--- src/rtl/parity_pkg.sv ---
package parity_pkg;

   typedef enum logic {
      MODE_GEN = 1'b0,
      MODE_CHK = 1'b1
   } par_mode_e;

   // nodes in level l of a pairwise reduction over w leaves
   function automatic int lvl_w(input int w, input int l);
      return (w + (1 << l) - 1) >> l;
   endfunction

   // flat offset of level l when all levels are packed back to back
   function automatic int lvl_off(input int w, input int l);
      int acc;
      acc = 0;
      for (int k = 0; k < l; k++) acc += lvl_w(w, k);
      return acc;
   endfunction

   function automatic int chain_w(input int lane_w, input int stages);
      return lane_w + (lane_w - 1) * (stages - 1);
   endfunction

endpackage

--- src/rtl/parity_tree.sv ---
module parity_tree
   import parity_pkg::*;
#(
   parameter int W        = 9,
   parameter bit BALANCED = 1'b1
) (
   input  logic [W-1:0] bits,
   output logic         odd
);

   if (W < 2) begin : g_bad_w
      $error("parity_tree: W must be at least 2");
   end

   if (BALANCED) begin : g_bal
      localparam int LV    = $clog2(W);
      localparam int NODES = lvl_off(W, LV + 1);
      logic [NODES-1:0] node;

      assign node[W-1:0] = bits;
      for (genvar L = 1; L <= LV; L++) begin : g_lvl
         localparam int SRC  = lvl_off(W, L - 1);
         localparam int DST  = lvl_off(W, L);
         localparam int NIN  = lvl_w(W, L - 1);
         localparam int NOUT = lvl_w(W, L);
         for (genvar j = 0; j < NOUT; j++) begin : g_n
            if (2 * j + 1 < NIN) begin : g_pair
               assign node[DST+j] = node[SRC+2*j] ^ node[SRC+2*j+1];
            end else begin : g_pass
               assign node[DST+j] = node[SRC+2*j];
            end
         end
      end
      assign odd = node[NODES-1];
   end else begin : g_ripple
      logic [W-1:0] acc;
      assign acc[0] = bits[0];
      for (genvar i = 1; i < W; i++) begin : g_r
         assign acc[i] = acc[i-1] ^ bits[i];
      end
      assign odd = acc[W-1];
   end

endmodule

--- src/rtl/parity_port_ctrl.sv ---
module parity_port_ctrl
   import parity_pkg::*;
(
   input  logic      sum,
   input  par_mode_e mode,
   input  logic      ready,
   input  logic      par_in,
   output logic      par_out,
   output logic      par_oe,
   output logic      err_n
);

   logic checking;

   assign checking = ready && (mode == MODE_CHK);
   assign par_out  = ~sum;
   assign par_oe   = ready && (mode == MODE_GEN);
   // word plus received bit must hold an odd count of ones
   assign err_n    = ~checking | (sum ^ par_in);

endmodule

--- src/rtl/parity_io_unit.sv ---
module parity_io_unit
   import parity_pkg::*;
#(
   parameter  int LANE_W   = 9,
   parameter  int STAGES   = 2,
   parameter  bit BALANCED = 1'b1,
   localparam int DATA_W   = chain_w(LANE_W, STAGES)
) (
   input  logic              clk,
   input  logic              rst_n,
   input  logic              chk_en,
   input  logic [DATA_W-1:0] data,
   input  logic              par_in,
   output logic              par_out,
   output logic              par_oe,
   output logic              err_n
);

   localparam int FRESH_W = LANE_W - 1;

   if (LANE_W < 2) begin : g_bad_lane
      $error("parity_io_unit: LANE_W must be at least 2");
   end
   if (STAGES < 1) begin : g_bad_stages
      $error("parity_io_unit: STAGES must be at least 1");
   end

   logic              ready;
   logic [STAGES-1:0] part;
   par_mode_e         mode;

   always_ff @(posedge clk or negedge rst_n) begin
      if (!rst_n) ready <= 1'b0;
      else        ready <= 1'b1;
   end

   for (genvar k = 0; k < STAGES; k++) begin : g_stage
      logic [LANE_W-1:0] lane;
      if (k == 0) begin : g_head
         assign lane = data[LANE_W-1:0];
      end else begin : g_link
         assign lane = {data[LANE_W + FRESH_W*(k-1) +: FRESH_W], part[k-1]};
      end
      parity_tree #(.W(LANE_W), .BALANCED(BALANCED)) u_tree (
         .bits (lane),
         .odd  (part[k])
      );
   end

   assign mode = par_mode_e'(chk_en);

   parity_port_ctrl u_port (
      .sum     (part[STAGES-1]),
      .mode    (mode),
      .ready   (ready),
      .par_in  (par_in),
      .par_out (par_out),
      .par_oe  (par_oe),
      .err_n   (err_n)
   );

endmodule

--- config.mk ---
export PLATFORM = sky130hd
export DESIGN_NAME = parity_io_unit
export DESIGN_NICKNAME = d
export VERILOG_FILES = /design/src/rtl/parity_pkg.sv /design/src/rtl/parity_tree.sv /design/src/rtl/parity_port_ctrl.sv /design/src/rtl/parity_io_unit.sv
export SDC_FILE = /design/constraint.sdc
export NUM_CORES = 1
export LEC_CHECK = 0
export BUFFER_PORTS_ARGS = -buffer_cell sky130_fd_sc_hd__buf_2
export CAP_MARGIN = 15
export CORE_AREA = 3 3 40 42
export CTS_BUF_LIST = sky130_fd_sc_hd__clkbuf_16
export CTS_CLUSTER_DIAMETER = 120
export DETAILED_ROUTE_END_ITERATION = 10
export DIE_AREA = 0 0 43 45
export PLACE_DENSITY = 0.48
export SYNTH_ARGS = -nofsm -noshare
export SYNTH_HDL_FRONTEND = slang
export SYNTH_SLANG_ARGS = --single-unit
--- constraint.sdc ---
create_clock -name clk -period 4.3 [get_ports clk]
set_clock_uncertainty 0.15 [all_clocks]
set_input_delay 0.215 -clock clk [delete_from_list [all_inputs] [get_ports clk]]
set_output_delay 0.215 -clock clk [all_outputs]
set_load 0.02 [all_outputs]
== Word-level counts from Yosys, hierarchy flattened ==
Index checks and enable logic that the tools add are counted.
Widths: inputs -> output; s select.

* Output and inout bits: 3
* Word-level logic and storage cells: 24
* Register bits after elaboration: 1
* Bits of input ports: 21

* Bitwise gates (word level): 21
* Reduce and logical (&&, ||, !) cells: 2

{| class="wikitable"
|+ Operators by type and width
! cell !! count
|-
| $xor 1x1->1 || 17
|-
| $not 1->1 || 3
|-
| $logic_and 1x1->1 || 2
|-
| $or 1x1->1 || 1
|}

== Depth between registers and ports, before layout ==
* Word-level depth: 10
* Mapped depth: 5
* Mapped depth without buffers: 5

== Hierarchy ==
From an unflattened synthesis, not the netlist that was laid out.

* Cells, all modules: 20
* Area, all modules: 217.7 µm²

{| class="wikitable"
|+ By module, submodules not included
! module !! seq. area each (µm²) !! cells each !! area each (µm²) !! instances
|-
| parity_tree || 0.0 || 7 || 82.6 || 2
|-
| parity_io_unit || 25.0 || 2 || 28.8 || 1
|-
| parity_port_ctrl || 0.0 || 4 || 23.8 || 1
|}

== Worst setup path before layout ==
OpenSTA, ideal clock, no wires.

* Path type: input -> output
* Start: in data[3]
* End: out err_n
* Stages on the path: 5
* Slack: 2,349 ps
* Data required time: 3,935 ps
* Buffers on the path: 0
* Arrival time: 1,586 ps
* Cell sequence: xnor2_1 -> xnor3_1 -> xnor2_2 -> xor3_1 -> nand3b_1

* Cells in the longest elaborated chain, start to end: 10

{| class="wikitable"
|+ Ends and longest elaborated chain
! element !! RTL line !! RTL
|-
| start, declared || parity_io_unit.sv:12 || <nowiki>input logic [DATA_W-1:0] data,</nowiki>
|-
| $xor 1x1->1 (8 in a row) || parity_tree.sv:28 || <nowiki>assign node[DST+j] = node[SRC+2*j] ^ node[SRC+2*j+1];</nowiki>
|-
| $xor 1x1->1 || parity_port_ctrl.sv:19 || <nowiki>assign err_n = ~checking | (sum ^ par_in);</nowiki>
|-
| $or 1x1->1 || parity_port_ctrl.sv:19 ||
|-
| end, declared || parity_io_unit.sv:16 || <nowiki>output logic err_n</nowiki>
|}

Every way passes these cells.

== Worst setup path after layout ==
Ends and elaborated chain as after synthesis.

==> key figures <==
Run status
  – Status: finished, final reports clean

Synth
  – Register area share after synthesis: 0.1070
  – Yosys cell types: 9
  – Mapped cell area: roughly 230 µm²
  – Most frequent cell after synthesis: xnor2_1
  – Synth top cells by count: xnor2_1, xnor2_2, xor2_1
  – Ys flop type: dfrtp_1
  – Synth top area share: 0.3369
  – EDFF count, synth: 0
  – Mean Syn Cell Area: between 10 and 15 µm²
  – Dominant cells by area after synthesis: xnor2_1, xnor2_2, dfrtp_1, xor3_1, xnor3_1
  – Synth Instances: 20
  – Largest area contributor in the netlist: xnor2_1
  – Seq cells post-synth: 1
  – FFs w/ async S/R, synth: 1.000
  – Synth Warn #: 0
  – Net Count, Synth: 41

Power
  – Total Power: around 0.11 mW
  – Worst IR drop on VDD: approximately 0.12 mV
  – PwrDens: 289.6 nW/µm²
  – Leak: approximately 0.19 nW

STA
  – RSZ-0062 raised after global routing: false
  – Minimum clock period: between 2 and 2.5 ns
  – Pins Over Slew Limit: 0
  – Hold Vio Cnt, Final: 0
  – Final worst setup slack: approximately 2.1 ns
  – Final Setup Violations: 0
  – Final Cycle Share: 0.5038
  – Setup TNS: 0 ns
  – Achievable clock frequency: between 0.4 and 0.5 GHz

Global route
  – Largest net degree at the start of global routing: 3
  – Initial antenna violation count: 0
  – Gr ovfl total: 0
  – First-pass GRT wire length: between 600 and 700 µm
  – All-Layer GR Usage: 0.04341
  – Number of global-route vias before repair: ~200

Setup path
  – Family with the most delay on the worst path: XOR/XNOR gates
  – Critical path fanouts, max: 2
  – Critical path's slowest cell: xnor3_1
  – WS Path Type: in -> out
  – Required @ worst endpoint: 3.93 ns
  – Buffers & Inverters on Critical Path: 2
  – CP cell instances: buf_2, xnor2_1, xnor3_1, xnor2_2, xor3_1, nand3b_1, buf_2
  – Data arrival, critical path: 1.80 ns
  – Max stage delay on crit path: 0.45 ns
  – Startpoint types: input port
  – CP Capture Type: output pin
  – Most used cell along the critical path: buf_2

Die
  – Die H: 45 µm
  – Cell Rows: 13
  – Starting Density: 0.1821
  – Die Area: ~1900 µm²
  – Die Wd: 43 µm
  – Io pins: 24
  – Core Area: roughly 1300 µm²

Detailed routing
  – WL met2: around 200 µm
  – Iteration-0 DRC count of the detailed router: 0
  – DRT Wirelength: approximately 420 µm
  – Via count: roughly 210
  – DRT met1 WL: around 160 µm
  – DRC: 0
  – Routed vias/inst: 3.593
  – Drt first pass iters: 1
  – Met3 routed WL: about 60 µm
  – Max Used Layer: met3
  – Post-DRT Antenna Nets: 0
  – Routed WL per cell: 7.119 µm

Final layout
  – Largest Register: ready
  – Layout fillers: 139
  – Share of post-route cells with drive strength above 1: 0.5909
  – Layout Nets: between 60 and 70
  – Max reg flops: 1
  – Area Overhead vs Synth: 61.50%
  – Diodes inserted: 0
  – Biggest regs: ready: 1 flops

Worst hold path
  – Hold Path Class: in -> async

Place
  – Setup WS pre-CTS: roughly 2.1 ns
  – Port bufs: 23
  – GPL Wtd Cong: about 0.60
  – DP HPWL: roughly 400 µm

Clock tree
  – CTS resizes: 0
  – Clock-pin slew on the worst setup and hold paths: 0 ns

Run
  – # Max-Cap Violations: 0
[stage by stage]
| stage | std cells | hold slack (ns) | area [µm²] | utilization |
|---|---|---|---|---|
| floorplan | 20 | -0.2306 | 234.0 | - |
| CTS | 59 | 0.3686 | 377.9 | 0.2941 |
| global route | 59 | 0.3922 | 377.9 | 0.2941 |
| detailed placement | 58 | -0.1594 | 367.9 | 0.2863 |
| finish | 59 | 0.3686 | 377.9 | 0.2941 |
| global placement | 58 | -0.1595 | 367.9 | 0.2863 |
[report_power, final]
| group | total [mW] | switching [mW] | leakage, nW | internal [mW] |
|---|---|---|---|---|
| clock | 0 | 0 | 0 | 0 |
| sequential | 0.0103 | 0.000213 | 0.0117 | 0.0101 |
| combinational | 0.0992 | 0.0429 | 0.182 | 0.0563 |
| total | 0.109 | 0.0431 | 0.194 | 0.0664 |
[worst paths after layout]
kind / from / end / slack (ns) / cells past startpoint
min: rst_n / ready / 0.37 / 2
max: data[3] / err_n / 2.13 / 7
min in group clk: chk_en / par_oe / 0.55 / 3
max in group asynchronous: rst_n / ready / 3.55 / 2
[cell families after synthesis]
| group | synth area share |
|---|---|
| xor gates and xnor gates | 0.8182 |
| DFF | 0.1069 |
| other | 0.01603 |
| and+or+nand+nor | 0.05885 |
[cell type report]
type                            instances  area [µm²]  share of cell area
Tap cell                               15       18.77             0.04967
Sequential cell                         1       25.02             0.06623
Multi-Input combinational cell         19       209.0              0.5530
Timing Repair Buffer                   24       125.1              0.3311
[routing by layer]
metal / track usage / up-vias
met3: 0 / 0
met1: 0.04854 / 90
li1: - / 109
met2: 0.09581 / 13
met5: 0 / -
met4: 0 / 0
[layout by cell type, fill, tap and decap left out, drive strengths merged]
master,instances
xnor2,12
xor2,2
xor3,1
nand3b,1
buf,23
dfrtp,1
xnor3,1
dlygate4sd3,1
nor2b,1
conb,1
[repair_timing]
item | CTS | global route
hold endpoints to repair | 1 | 0
setup endpoints to repair | 0 | 0
hold buffers | 1 | 0
setup buffers | 0 | 0
No activity file was read; power rests on OpenSTA's default activity.
